<file path="src/rtl/sysrst_pkg.sv">
package sysrst_pkg;

    typedef enum logic [1:0] {
        ST_HOLD    = 2'd0,
        ST_STRETCH = 2'd1,
        ST_RUN     = 2'd2
    } seq_state_e;

    localparam int CAUSE_W   = 3;
    localparam int CAUSE_PWR = 0;
    localparam int CAUSE_WDT = 1;
    localparam int CAUSE_PIN = 2;

endpackage

</file>
<file path="src/rtl/sysrst_pin_filter.sv">
module sysrst_pin_filter #(
    parameter int SYNC_STAGES = 2,
    parameter int MIN_LOW     = 32
) (
    input  logic clk,
    input  logic rst_n,
    input  logic pin_n,
    output logic pin_req
);
    localparam int CW = (MIN_LOW > 1) ? $clog2(MIN_LOW) : 1;
    localparam logic [CW-1:0] LAST = CW'(MIN_LOW - 1);

    logic [SYNC_STAGES-1:0] sync_q;
    logic [CW-1:0]          low_cnt;
    logic                   pin_hi;
    logic                   req_q;

    always_ff @(posedge clk or negedge rst_n) begin
        if (!rst_n) sync_q <= '1;
        else        sync_q <= {sync_q[SYNC_STAGES-2:0], pin_n};
    end

    assign pin_hi = sync_q[SYNC_STAGES-1];

    always_ff @(posedge clk or negedge rst_n) begin
        if (!rst_n) begin
            low_cnt <= '0;
            req_q   <= 1'b0;
        end else if (pin_hi) begin
            low_cnt <= '0;
            req_q   <= 1'b0;
        end else begin
            if (low_cnt != LAST) low_cnt <= low_cnt + 1'b1;
            req_q <= req_q || (low_cnt == LAST);
        end
    end

    assign pin_req = req_q;

    assert_high_drops_req_R3: assert property (@(posedge clk) disable iff (!rst_n)
        pin_hi |=> !pin_req);
    assert_req_needs_low_R4: assert property (@(posedge clk) disable iff (!rst_n)
        $rose(pin_req) |-> $past(!pin_hi));

endmodule

</file>
<file path="src/rtl/sysrst_wdog.sv">
module sysrst_wdog #(
    parameter int LIMIT = 16384
) (
    input  logic clk,
    input  logic rst_n,
    input  logic hold,
    input  logic kick,
    output logic bite
);
    localparam int WW = (LIMIT > 1) ? $clog2(LIMIT) : 1;
    localparam logic [WW-1:0] TOP = WW'(LIMIT - 1);

    logic [WW-1:0] cnt_q;
    logic          bite_q;

    always_ff @(posedge clk or negedge rst_n) begin
        if (!rst_n) begin
            cnt_q  <= '0;
            bite_q <= 1'b0;
        end else if (hold || kick) begin
            cnt_q  <= '0;
            bite_q <= 1'b0;
        end else if (cnt_q == TOP) begin
            cnt_q  <= '0;
            bite_q <= 1'b1;
        end else begin
            cnt_q  <= cnt_q + 1'b1;
            bite_q <= 1'b0;
        end
    end

    assign bite = bite_q;

    assert_hold_clears_R11: assert property (@(posedge clk) disable iff (!rst_n)
        hold |=> (cnt_q == '0) && !bite);
    assert_bite_single_R6: assert property (@(posedge clk) disable iff (!rst_n)
        bite |=> !bite);

endmodule

</file>
<file path="src/rtl/sysrst_cause.sv">
module sysrst_cause
    import sysrst_pkg::*;
(
    input  logic               clk,
    input  logic               rst_n,
    input  logic [CAUSE_W-1:0] set,
    input  logic [CAUSE_W-1:0] clr,
    output logic [CAUSE_W-1:0] q
);
    localparam logic [CAUSE_W-1:0] AFTER_POWER = CAUSE_W'(1) << CAUSE_PWR;

    logic [CAUSE_W-1:0] q_r;

    always_ff @(posedge clk or negedge rst_n) begin
        if (!rst_n) q_r <= AFTER_POWER;
        else        q_r <= (q_r & ~clr) | set;
    end

    assign q = q_r;

    assert_set_beats_clear_R8: assert property (@(posedge clk) disable iff (!rst_n)
        (|set) |=> ((q & $past(set)) == $past(set)));
    assert_clear_only_R8: assert property (@(posedge clk) disable iff (!rst_n)
        ((set == '0) && (clr != '0)) |=> ((q & $past(clr)) == '0));

endmodule

</file>
<file path="src/rtl/sysrst_hub.sv">
module sysrst_hub
    import sysrst_pkg::*;
#(
    parameter int STRETCH     = 4096,
    parameter int PIN_MIN     = 32,
    parameter int SYNC_STAGES = 2,
    parameter int WDT_LIMIT   = 16384,
    parameter int ADDR_W      = 16
) (
    input  logic               clk,
    input  logic               pwr_ok,
    input  logic               ext_rst_n,
    input  logic               wdt_kick,
    input  logic [CAUSE_W-1:0] cause_clr,
    output logic               sys_rst,
    output logic               osc_keep,
    output logic [ADDR_W-1:0]  restart_addr,
    output logic [CAUSE_W-1:0] cause
);
    localparam int SW = (STRETCH > 1) ? $clog2(STRETCH) : 1;
    localparam logic [SW-1:0] STRETCH_END = SW'(STRETCH - 1);

    logic [1:0]         por_q;
    logic               rst_n;
    logic               osc_q;
    logic               sys_rst_q;
    logic               pin_req;
    logic               wdt_bite;
    logic               src_any;
    logic [SW-1:0]      hold_cnt;
    logic [CAUSE_W-1:0] cause_set;
    seq_state_e         state_q, state_d;

    // power-good release is brought into the clock domain
    always_ff @(posedge clk or negedge pwr_ok) begin
        if (!pwr_ok) por_q <= 2'b00;
        else         por_q <= {por_q[0], 1'b1};
    end
    assign rst_n = por_q[1];

    always_ff @(posedge clk or negedge pwr_ok) begin
        if (!pwr_ok) osc_q <= 1'b0;
        else         osc_q <= 1'b1;
    end

    sysrst_pin_filter #(
        .SYNC_STAGES (SYNC_STAGES),
        .MIN_LOW     (PIN_MIN)
    ) u_pin (
        .clk     (clk),
        .rst_n   (rst_n),
        .pin_n   (ext_rst_n),
        .pin_req (pin_req)
    );

    sysrst_wdog #(
        .LIMIT (WDT_LIMIT)
    ) u_wdog (
        .clk   (clk),
        .rst_n (rst_n),
        .hold  (sys_rst_q),
        .kick  (wdt_kick),
        .bite  (wdt_bite)
    );

    assign src_any = pin_req | wdt_bite;

    always_comb begin
        cause_set            = '0;
        cause_set[CAUSE_WDT] = wdt_bite;
        cause_set[CAUSE_PIN] = pin_req;
    end

    sysrst_cause u_cause (
        .clk   (clk),
        .rst_n (rst_n),
        .set   (cause_set),
        .clr   (cause_clr),
        .q     (cause)
    );

    // next-state logic
    always_comb begin
        state_d = state_q;
        unique case (state_q)
            ST_HOLD:    state_d = src_any ? ST_HOLD : ST_STRETCH;
            ST_STRETCH: begin
                if (src_any)                     state_d = ST_HOLD;
                else if (hold_cnt == STRETCH_END) state_d = ST_RUN;
            end
            ST_RUN:     state_d = src_any ? ST_HOLD : ST_RUN;
            default:    state_d = ST_HOLD;
        endcase
    end

    // state register with its release counter
    always_ff @(posedge clk or negedge rst_n) begin
        if (!rst_n) begin
            state_q  <= ST_HOLD;
            hold_cnt <= '0;
        end else begin
            state_q  <= state_d;
            if (state_q == ST_STRETCH && state_d == ST_STRETCH) hold_cnt <= hold_cnt + 1'b1;
            else                                                 hold_cnt <= '0;
        end
    end

    // registered outputs
    always_ff @(posedge clk or negedge rst_n) begin
        if (!rst_n) sys_rst_q <= 1'b1;
        else        sys_rst_q <= (state_d != ST_RUN);
    end

    assign sys_rst      = sys_rst_q;
    assign osc_keep     = osc_q;
    assign restart_addr = '0;

    assert_source_resets_R4: assert property (@(posedge clk) disable iff (!rst_n)
        src_any |=> sys_rst);
    assert_run_is_released_R5: assert property (@(posedge clk) disable iff (!rst_n)
        (state_q == ST_RUN) |-> !sys_rst);
    assert_stretch_holds_R2: assert property (@(posedge clk) disable iff (!rst_n)
        (state_q == ST_STRETCH) |-> sys_rst);
    assert_osc_kept_R9: assert property (@(posedge clk) disable iff (!rst_n)
        sys_rst |-> osc_keep);

endmodule

</file>
<file path="config.mk">
export PLATFORM = sky130hd
export DESIGN_NAME = sysrst_hub
export DESIGN_NICKNAME = d
export VERILOG_FILES = /design/src/rtl/sysrst_pkg.sv /design/src/rtl/sysrst_pin_filter.sv /design/src/rtl/sysrst_wdog.sv /design/src/rtl/sysrst_cause.sv /design/src/rtl/sysrst_hub.sv
export SDC_FILE = /design/constraint.sdc
export NUM_CORES = 1
export LEC_CHECK = 0
export ABC_CLOCK_PERIOD_IN_PS = 1300
export BUFFER_PORTS_ARGS = -buffer_cell sky130_fd_sc_hd__buf_2
export CAP_MARGIN = 30
export CORE_ASPECT_RATIO = 0.6
export CORE_UTILIZATION = 30
export CTS_CLUSTER_SIZE = 20
export DETAILED_ROUTE_END_ITERATION = 10
export SLEW_MARGIN = 10
export SYNTH_ARGS = -nofsm -noshare
export SYNTH_HDL_FRONTEND = slang
export SYNTH_SLANG_ARGS = --single-unit
</file>
<file path="constraint.sdc">
create_clock -name clk -period 1.3 [get_ports clk]
set_clock_uncertainty 0.05 [all_clocks]
set_input_delay 0.065 -clock clk [delete_from_list [all_inputs] [get_ports clk]]
set_output_delay 0.065 -clock clk [all_outputs]
set_load 0.02 [all_outputs]
</file>
== Word-level counts from Yosys, hierarchy flattened ==
Index checks and enable logic that the tools add are counted.
Storage, ports and cells
  input bits: 7
  register bits: 44
  word-level logic and storage cells: 44
Operators by class
  bitwise gates (word level): 4
  add/sub/neg operators: 3
  eq/ne operators: 8
  multiplexer cells: 13
  reductions and logical operators: 5
Operators by type and width (number)
  two-way mux 14 bit: 2
  adder 14 x 1 -> 14 bit, second input constant: 1
  equality test 14 bit, second input constant: 1
  adder 12 x 1 -> 12 bit, second input constant: 1
  equality test 12 bit, second input constant: 1
  two-way mux 12 bit: 1
  two-way mux 5 bit: 2
  two-way mux 2 bit: 3
  case mux 2 bit (3 select lines): 1
  adder 5 x 1 -> 5 bit, second input constant: 1
  equality test 5 bit, second input constant: 1
  != test 5 bit, second input constant: 1
  equality test 2 x 1 -> 1 bit, second input constant: 2
  two-way mux 1 bit: 4
  AND 3 bit: 1
  inverter 3 bit: 1
  bitwise OR 3 bit: 1
  equality test 2 bit, second input constant: 1
  logical NOT 2 bit: 1
  logical OR 1 bit: 2
  != test 2 bit, second input constant: 1
  nonzero test 2 bit: 1
  logical AND 1 bit: 1
  bitwise OR 1 bit: 1

== Depth between registers and ports, before layout ==
Gate-level depths: netlist of run 1.
  depth after elaboration: 7
  depth in mapped cells: 7
  mapped depth without buffers: 6

== Modules after synthesis ==
A second synthesis of run 1 with hierarchy kept.
Unflattened totals
  cell total of the unflattened synthesis: 191
  area total of the unflattened synthesis: 2107.0 sq um
By module, submodules not included
  sysrst_hub: times used 1, cells an instance 86, area each 927.1 sq um
  sysrst_wdog: times used 1, cells an instance 70, area each 719.4 sq um
  sysrst_pin_filter: times used 1, cells an instance 26, area each 350.3 sq um
  sysrst_cause: times used 1, cells an instance 9, area each 110.1 sq um

== Worst setup path after synthesis of run 1 ==
OpenSTA, ideal clock, no wires.
  kind: register to register
  start point: register u_pin.low_cnt[0]
  end point: register u_pin.low_cnt[3]
  clock period less this slack: 1618 ps
  slack: -318 ps
  arrival time: 1450 ps
  stages on the path, launching flop included: 8
  setup time: 118 ps
  cell sequence: dfrtp_1 > ha_1 > and3_1 > ha_1 > clkbuf_1 > nand4b_1 > xor2_1 > nor2_1
On the way
  cells in the longest elaborated chain, start to end: 3
  elaborated cells between the ends (all ways): 5
  classes of those cells: add/sub: 1; eq/ne: 1; mux: 2; reduce/logical: 1
Ends and longest elaborated chain
  from (decl): RTL line sysrst_pin_filter.sv:14  | logic [CW-1:0] low_cnt;
  from (signal assigned): RTL line sysrst_pin_filter.sv:33  | if (low_cnt != LAST) low_cnt <= low_cnt + 1'b1;
  adder 5 x 1 -> 5 bit: RTL line sysrst_pin_filter.sv:33
  two-way mux 5 bit: RTL line sysrst_pin_filter.sv:33
  two-way mux 5 bit: RTL line sysrst_pin_filter.sv:29  | end else if (pin_hi) begin
Parallel ways exist; a longest one is shown, timed or not. The select of a mux whose other input is x is not followed.
A chain may end at the register's enable or synchronous reset.

== Worst setup path in the final report of run 1 ==
  start point: register u_pin.low_cnt[1]
  end point: register u_pin.low_cnt[3]
Same word-level chain as after synthesis.

==> run metrics, run 1 <==
status complete, but fails checks; violated checks setup timing; WS Path Type reg2reg; Setup TNS -1820 ps; Synth cell types 35; r2r endpoint u_pin.low_cnt[3]$_DFFE_PN0P_; pre-CTS WS -149 ps; Peak VDD IR 0.567 mV; Worst-path clk slew 60 ps; FF-to-FF path depth 6; sequential share of the synthesized area 0.527; CTS Buffer Depth 2; H-tree depth 2; IO buf count 11; DRC errors left 0; Synth area leaders dfrtp_1 (48%), buf_4 (5.9%), nor2_1 (5.9%); Synth top area share 0.476; commonest cells after routing, fill and taps aside dfrtp_1 (38), buf_4 (30), nor2_1 (21), conb_1 (17); DRT Pass-1 Iters 4; Initial DRC Count 40; Worst Hold Class in2reg; max cap viols 0; crit start category flip-flop; pin count of the biggest net entering global routing 36; CTS sink cnt 43; fmax 0.703 GHz; leakage 1.32 nW; RSZ-0062 raised after global routing yes; critical path capture point type flip-flop; synth-to-layout area growth 37.3%; final global-route overflow total 0; Period Utilization, post-route 1.09; Die Area 7190 µm²; hold_sp cause_clr[2]; Worst Path Required 1430 ps; area leader, netlist dfrtp_1; Initial Util 0.323; placed insts 310; synthesized area per cell 10.9 µm²; Ys Warns 0; WL/cell 12.1 µm; number of global-route vias before repair 1326; core occupancy in the finished layout 0.443; Die Ht 66.1 µm; Filler Cells Inserted 584; Num CTS Buffers 5; diode count 0; Non-Filler Instances 329; initial antenna violation count 0; worst-skew pair later-pin latency 290 ps; final worst slack -122 ps; share of cells above drive strength 1 0.404; Pwr Total 0.00364 W; All-Layer GR Usage 0.121; Max Slew Vio Count 0; Pwr per Cell Area 1290 nW/µm²; cell count after synthesis 188; Mapped Area 2050 µm²; RR Startpoint u_pin.low_cnt[1]$_DFFE_PN0P_; Vias 1381; Critical Path Fanout Max 3; final critical-path required period 1420 ps; io pins 28; Core Rows 22; first-pass GRT wire length 6.51 mm; CTS tree yes; Worst Hold Path EP u_cause.q[2]$_DFF_PN0_; vias per cell 4.20; placer congestion estimate 0.756; Post-DP HPWL 2.62 mm; Die X 109 µm; post-route ant nets 0; Crit path arrival time 1550 ps; Min-Delay Path Depth 3; final hold violations 0; Core ar. 6360 µm²; R2R Setup Slk -120 ps; Root Buffer clkbuf_16; Post-Route WL 3.98 mm; Yosys reg bits 43; fin nets 255; Setup violations, final 32; most common cell after layout, fill and taps aside dfrtp_1
[stage by stage]
stage	area (µm²)	hold slack, ps
2_1_floorplan	2160	-281
3_3_place_gp	2410	-199
3_5_place_dp	2410	-197
4_1_cts	2710	22.5
5_1_grt	2820	27.0
6_report	2820	22.6
[repair_timing]
item	CTS	global route
hold buffers	5	0
setup endpoints to repair	32	35
pin swaps	13	9
buffers inserted	2	2
gates cloned	1	1
resized for setup	10	21
endpoints found under the hold margin	7	0
[worst max-delay path, cell delays in order (launching register included)]
cell and delay (ps):
dfrtp_1 380, ha_2 180, and3_4 180, ha_4 150, nand4b_1 180, xor2_1 140, nor2_1 50
[synth_stat cells (all sizes together)]
| library cell | count |
|---|---|
| a21oi | 2 |
| and3b | 1 |
| xor2 | 13 |
| nor3 | 7 |
| and4 | 5 |
| nand4b | 1 |
| dfstp | 4 |
| o21a | 1 |
| dfrtp | 39 |
| xnor2 | 11 |
| o32a | 1 |
| nand4 | 7 |
| inv | 5 |
| mux2i | 2 |
| conb | 2 |
| a21o | 2 |
| nor2 | 34 |
| nand2 | 11 |
| nand3 | 10 |
| nor4 | 2 |
| buf | 17 |
| nor2b | 2 |
| ha | 4 |
| and2 | 2 |
| and3 | 2 |
| clkbuf | 1 |
[layout make-up]
| type | count | area (µm²) | area share |
|---|---|---|---|
| Sequential cell | 43 | 1080 | 0.384 |
| Timing Repair Buffer | 50 | 384 | 0.136 |
| Tap cell | 84 | 105 | 0.0373 |
| Clock buffer | 6 | 139 | 0.0493 |
| Inverter | 5 | 18.8 | 0.00666 |
| Clock inverter | 2 | 35.0 | 0.0124 |
| Multi-Input combinational cell | 139 | 1050 | 0.374 |
[how the worst max path moves through the flow]
stage                                      start  slack (ps)  cells after the start                            to
floorplan           u_pin.low_cnt[0]$_DFFE_PN0P_        -250                      7  u_pin.low_cnt[3]$_DFFE_PN0P_
global placement    u_pin.low_cnt[1]$_DFFE_PN0P_        -130                      6  u_pin.low_cnt[3]$_DFFE_PN0P_
detailed placement  u_pin.low_cnt[1]$_DFFE_PN0P_        -150                      6  u_pin.low_cnt[3]$_DFFE_PN0P_
CTS                 u_pin.low_cnt[1]$_DFFE_PN0P_        -130                      6  u_pin.low_cnt[3]$_DFFE_PN0P_
global route        u_pin.low_cnt[1]$_DFFE_PN0P_        -210                      6  u_pin.low_cnt[3]$_DFFE_PN0P_
finish              u_pin.low_cnt[1]$_DFFE_PN0P_        -120                      6  u_pin.low_cnt[3]$_DFFE_PN0P_
[layer usage]
metal	wire [µm]	track usage	up-vias
met5	0	0	-
met4	34	0.0389	0
met3	163	0.0453	6
met2	1540	0.160	24
met1	2240	0.179	645
li1	-	-	706
[power by group]
group | internal, W | switching, W | leakage, nW
registers | 0.00146 | 0.000103 | 0.559
logic | 0.000311 | 0.000299 | 0.679
clock network | 0.000955 | 0.000513 | 0.0868
[registers in the layout, indices dropped and copies added (netlist names)]
register,flops
hold_cnt,12
por_q,2
state_q,2
sys_rst,1
u_cause.q,3
u_pin.low_cnt,5
u_pin.pin_req,1
u_pin.sync_q,2
u_wdog.bite,1
u_wdog.cnt_q,14
[logic make-up (layout without fill, tap and decap cells)]
kind of cell    Yosys count  after routing  share of synthesized area
compound gates            6              6                     0.0207
fa+ha+maj                 4              4                     0.0244
flops                    43             43                      0.527
buf+inv                  23             63                     0.0750
simple gates             84             86                      0.237
other cells               2             17                    0.00366
mux                       2              2                    0.00976
xor+xnor                 24             24                      0.102
No activity file was read; power rests on OpenSTA's default activity.
==> run 2, diff against run 1 <==
RECOVER_POWER = 25   (was unset)
==> run 2 against run 1 <==
The flow still finishes with violations (setup timing). Power is 0.18% lower. Worst hold slack is essentially flat. Sequential share of layout area up 0.16 points. Critical path depth unchanged. Clock power barely moved. Count of clock-buffer cells in the layout unchanged. Critical path type unchanged. Largest power group unchanged.
==> run metrics, run 2 (synthesized netlist as in run 1, its figures left out) <==
vias per cell 4.19; Worst-path clk slew 60 ps; Die Ht 66.1 µm; max cap viols 0; WS Path Type reg2reg; Peak VDD IR 0.567 mV; Initial Util 0.323; fmax 0.703 GHz; post-route ant nets 0; Worst Hold Class in2reg; DRT Pass-1 Iters 4; pin count of the biggest net entering global routing 36; most common cell after layout, fill and taps aside dfrtp_1; final hold violations 0; WL/cell 12.1 µm; worst-skew pair later-pin latency 290 ps; DRC errors left 0; Flop pwr share 0.430; Core ar. 6360 µm²; status complete, but fails checks; initial antenna violation count 0; Net Sw Frac 0.251; violated checks setup timing; CTS sink cnt 43; FF-to-FF path depth 6; placer congestion estimate 0.756; Initial DRC Count 41; fin nets 255; Pwr per Cell Area 1300 nW/µm²; Gate power share 0.167; CTS Buffer Depth 2; max reg flops 14; io pins 28; IO buf count 11; leakage 1.32 nW; Post-Route WL 3.98 mm; final worst slack -122 ps; Psw 0.000914 W; CTS tree yes; Post-DP HPWL 2.62 mm; All-Layer GR Usage 0.121; final critical-path required period 1420 ps; final global-route overflow total 0; share of cells above drive strength 1 0.396; RSZ-0062 raised after global routing yes; Die X 109 µm; clock share of power 0.404; Die Area 7190 µm²; Num CTS Buffers 5; number of global-route vias before repair 1326; Vias 1378; Min-Delay Path Depth 3; diode count 0; Setup TNS -1850 ps; commonest cells after routing, fill and taps aside dfrtp_1 (39), buf_4 (30), nor2_1 (21), conb_1 (17); first-pass GRT wire length 6.51 mm; Internal Pwr Total 0.00272 W; critical path capture point type flip-flop; crit start category flip-flop; Critical Path Fanout Max 3; largest reg by FF count u_wdog.cnt_q; Period Utilization, post-route 1.09; Top Registers u_wdog.cnt_q x14, hold_cnt x12, u_pin.low_cnt x5; Worst Path Required 1430 ps; H-tree depth 2; final hold slack 22.2 ps; Max Slew Vio Count 0; Setup violations, final 32; synth-to-layout area growth 36.6%; Core Rows 22; Crit path arrival time 1550 ps; Root Buffer clkbuf_16
[run 2: cell count changes in the layout (fill, tap and decap cells not counted)]
cell	before	now
clkbuf_4	0	1
buf_12	1	0
clkbuf_1	0	1
dfrtp_2	1	0
dfrtp_1	38	39
buf_2	11	10
[run 2: worst max-delay path, stage by stage (launching register included)]
cell      delay [ps]
dfrtp_1          380
ha_2             180
and3_4           180
ha_4             150
nand4b_1         180
xor2_1           140
nor2_1            50
[run 2: what timing repair did]
action	4_1_cts	5_1_grt
setup buffers	2	2
gates resized for setup	10	21
hold buffers	5	0
hold endpoints to repair	7	0
gates cloned	1	1
pin swaps	13	9
setup endpoints to repair	32	35
[run 2: power by group through the flow]
| stage | clock [W] | sequential, W | combinational, W |
|---|---|---|---|
| floorplan | 0 | 0.00161 | 0.000303 |
| global placement | 0 | 0.00158 | 0.000523 |
| detailed placement | 0 | 0.00158 | 0.000533 |
| CTS | 0.00151 | 0.00156 | 0.000580 |
| global route | 0.00157 | 0.00158 | 0.000668 |
| finish | 0.00147 | 0.00156 | 0.000606 |
[run 2: path summary, 6_finish.rpt]
check / startpoint / endpoint / slack [ps]
min reg2reg: por_q[1]$_DFF_PN0_ / u_cause.q[2]$_DFF_PN0_ / 50
max reg2reg: u_pin.low_cnt[1]$_DFFE_PN0P_ / u_pin.low_cnt[3]$_DFFE_PN0P_ / -120
min in group asynchronous: pwr_ok / por_q[0]$_DFF_PN0_ / 40
max: u_pin.low_cnt[1]$_DFFE_PN0P_ / u_pin.low_cnt[3]$_DFFE_PN0P_ / -120
max in group asynchronous: por_q[1]$_DFF_PN0_ / sys_rst$_DFF_PN1_ / 340
min: cause_clr[2] / u_cause.q[2]$_DFF_PN0_ / 20
[run 2: routing by layer]
metal / up-vias / wire, µm / global-route usage
met2: 26 / 1530 / 0.160
met1: 640 / 2210 / 0.179
met3: 6 / 201 / 0.0453
li1: 706 / - / -
met5: - / 0 / 0
met4: 0 / 34 / 0.0389
[run 2: cell type report]
type,instances,area (µm²)
Fill cell,587,3560
Sequential cell,43,1080
Multi-Input combinational cell,139,1050
Timing Repair Buffer,50,370
Clock buffer,6,139
Tap cell,84,105
Clock inverter,2,35.0
Inverter,5,18.8
[run 2: through the flow]
step | instances | setup WS (ps) | cell area [µm²] | util | power [W]
floorplan | 203 | -247 | 2160 | - | 0.00192
global placement | 310 | -131 | 2410 | 0.379 | 0.00211
detailed placement | 310 | -149 | 2410 | 0.379 | 0.00212
CTS | 326 | -130 | 2710 | 0.426 | 0.00365
global route | 329 | -211 | 2800 | 0.441 | 0.00381
finish | 329 | -122 | 2800 | 0.441 | 0.00364
==> run 3, diff against run 2 <==
==> constraint.sdc (replaced) <==
create_clock -name clk -period 1.3 [get_ports clk]
set_clock_uncertainty 0.05 [all_clocks]
set_input_delay 0.13 -clock clk [delete_from_list [all_inputs] [get_ports clk]]
set_output_delay 0.13 -clock clk [all_outputs]
set_load 0.02 [all_outputs]
==> run 3 against run 2 <==
The flow still finishes with violations (setup timing). Register-to-register slack barely moved. Cell count fell by 0.30%. Power barely moved. Routed wire length fell by 1.7%. Largest power group unchanged.
==> run metrics, run 3 (synthesized netlist as in run 1, its figures left out) <==
Initial DRC Count 59; CTS sink cnt 43; Vias 1368; DRT Pass-1 Iters 4; Setup violations, final 32; pre-CTS WS -149 ps; Root Buffer clkbuf_16; Crit path arrival time 1550 ps; Pwr per Cell Area 1320 nW/µm²; Post-Route WL 3.91 mm; Core ar. 6360 µm²; area of the multi-input gates 1010 µm²; vias per cell 4.17; Post-DP HPWL 2.62 mm; io pins 28; final critical-path required period 1420 ps; r2r endpoint u_pin.low_cnt[3]$_DFFE_PN0P_; fmax 0.703 GHz; Top Registers u_wdog.cnt_q x14, hold_cnt x12, u_pin.low_cnt x5; Internal Pwr Total 0.00272 W; diode count 0; Psw 0.000914 W; Peak VDD IR 0.567 mV; largest reg by FF count u_wdog.cnt_q; final hold violations 0; H-tree depth 2; max cap viols 0; Net Sw Frac 0.252; worst-skew pair later-pin latency 280 ps; Worst setup endpoint u_pin.low_cnt[3]$_DFFE_PN0P_; crit start category flip-flop; Die Area 7190 µm²; clock share of power 0.404; Core Rows 22; DRC errors left 0; most common cell after layout, fill and taps aside dfrtp_1; placer congestion estimate 0.756; status complete, but fails checks; RR Startpoint u_pin.low_cnt[1]$_DFFE_PN0P_; Gate power share 0.166; Flop pwr share 0.430; GR Layer Usage met1 0.178; Num CTS Buffers 5; initial antenna violation count 0; Filler Cells Inserted 585; leakage 1.32 nW; final global-route overflow total 0; share of cells above drive strength 1 0.373; max_slew headroom 0.647; Period Utilization, post-route 1.09; Die Ht 66.1 µm; most used routing layer met1; IO buf count 11; Max Slew Vio Count 0; first-pass GRT wire length 6.48 mm; Worst Setup SP u_pin.low_cnt[1]$_DFFE_PN0P_; sequential cell area 1080 µm²; pin count of the biggest net entering global routing 36; R2R Setup Slk -120 ps; synth-to-layout area growth 34.6%; final worst slack -122 ps; met3 Usage GRT 0.0453; CTS Buffer Depth 2; Die X 109 µm; WS Path Type reg2reg; max reg flops 14; post-route ant nets 0; Slew @ Worst Pin 527 ps; violated checks setup timing; commonest cells after routing, fill and taps aside dfrtp_1 (39), buf_4 (30), nor2_1 (28), conb_1 (17), xor2_1 (12); Initial Util 0.323; Worst Path Required 1430 ps; core occupancy in the finished layout 0.434; M2 GR Usage 0.159; RSZ-0062 raised after global routing yes; All-Layer GR Usage 0.121; FF-to-FF path depth 6; number of global-route vias before repair 1321; critical path capture point type flip-flop; CTS tree yes; Critical Path Fanout Max 3; Worst-path clk slew 60 ps; fin nets 254; Worst Hold Class reg2async; WL/cell 11.9 µm
run 3: changes by cell type in the layout (fill, tap and decap cells not counted), sizes merged:
cell	previous run	this run
buf	43	44
nand2	12	11
dlygate4sd3	5	4
run 3: worst min-delay path by stage:
stage / cells after the start / to
after global placement: 1 / por_q[0]$_DFF_PN0_
after detailed placement: 1 / por_q[0]$_DFF_PN0_
after CTS: 0 / u_pin.low_cnt[0]$_DFFE_PN0P_
after global routing: 3 / u_cause.q[1]$_DFF_PN0_
after floorplan: 0 / por_q[0]$_DFF_PN0_
final: 0 / u_cause.q[2]$_DFF_PN0_
run 3: area by class of cell:
type                    instances  area share
clock buffers                   6      0.0503
clock inverters                 2      0.0127
inverters                       5     0.00679
multi-input cells             138       0.366
flip-flops and latches         43       0.391
well taps                      84      0.0380
repair buffers                 50       0.135
run 3: per-layer routing:
layer,vias to the layer above,part of all wire
li1,705,-
met1,640,0.56
met2,18,0.39
met3,5,0.035
met4,0,0.0077
met5,-,0
run 3: metrics by stage:
stage                     area [µm²]  hold WS (ps)  power (W)  TNS, ps  cells
final                           2760          50.0    0.00363    -1600    328
after detailed placement        2410          -132    0.00212    -1900    310
after global placement          2410          -134    0.00211    -1640    310
after global routing            2760          62.1    0.00381    -3330    328
after floorplan                 2160          -216    0.00192     -922    203
after CTS                       2700          55.6    0.00365    -1130    325
run 3: worst max-delay path: stages (launching register included):
cell and delay (ps):
dfrtp_1 380, ha_2 180, and3_4 180, ha_4 150
nand4b_1 180, xor2_1 140, nor2_1 50
run 3: power by group through the flow:
| stage | combinational, W | clock, W | sequential [W] |
|---|---|---|---|
| after floorplan | 0.000303 | 0 | 0.00161 |
| after global placement | 0.000523 | 0 | 0.00158 |
| after detailed placement | 0.000533 | 0 | 0.00158 |
| after CTS | 0.000578 | 0.00151 | 0.00156 |
| after global routing | 0.000665 | 0.00157 | 0.00158 |
| final | 0.000604 | 0.00147 | 0.00156 |
run 3: what timing repair did:
action | 4_1_cts | 5_1_grt
setup buffers | 2 | 3
gates resized for setup | 10 | 14
pin swaps | 13 | 11
cloned | 1 | 0
hold buffers | 4 | 0
endpoints found under the setup margin | 32 | 35
hold endpoints to repair | 6 | 0
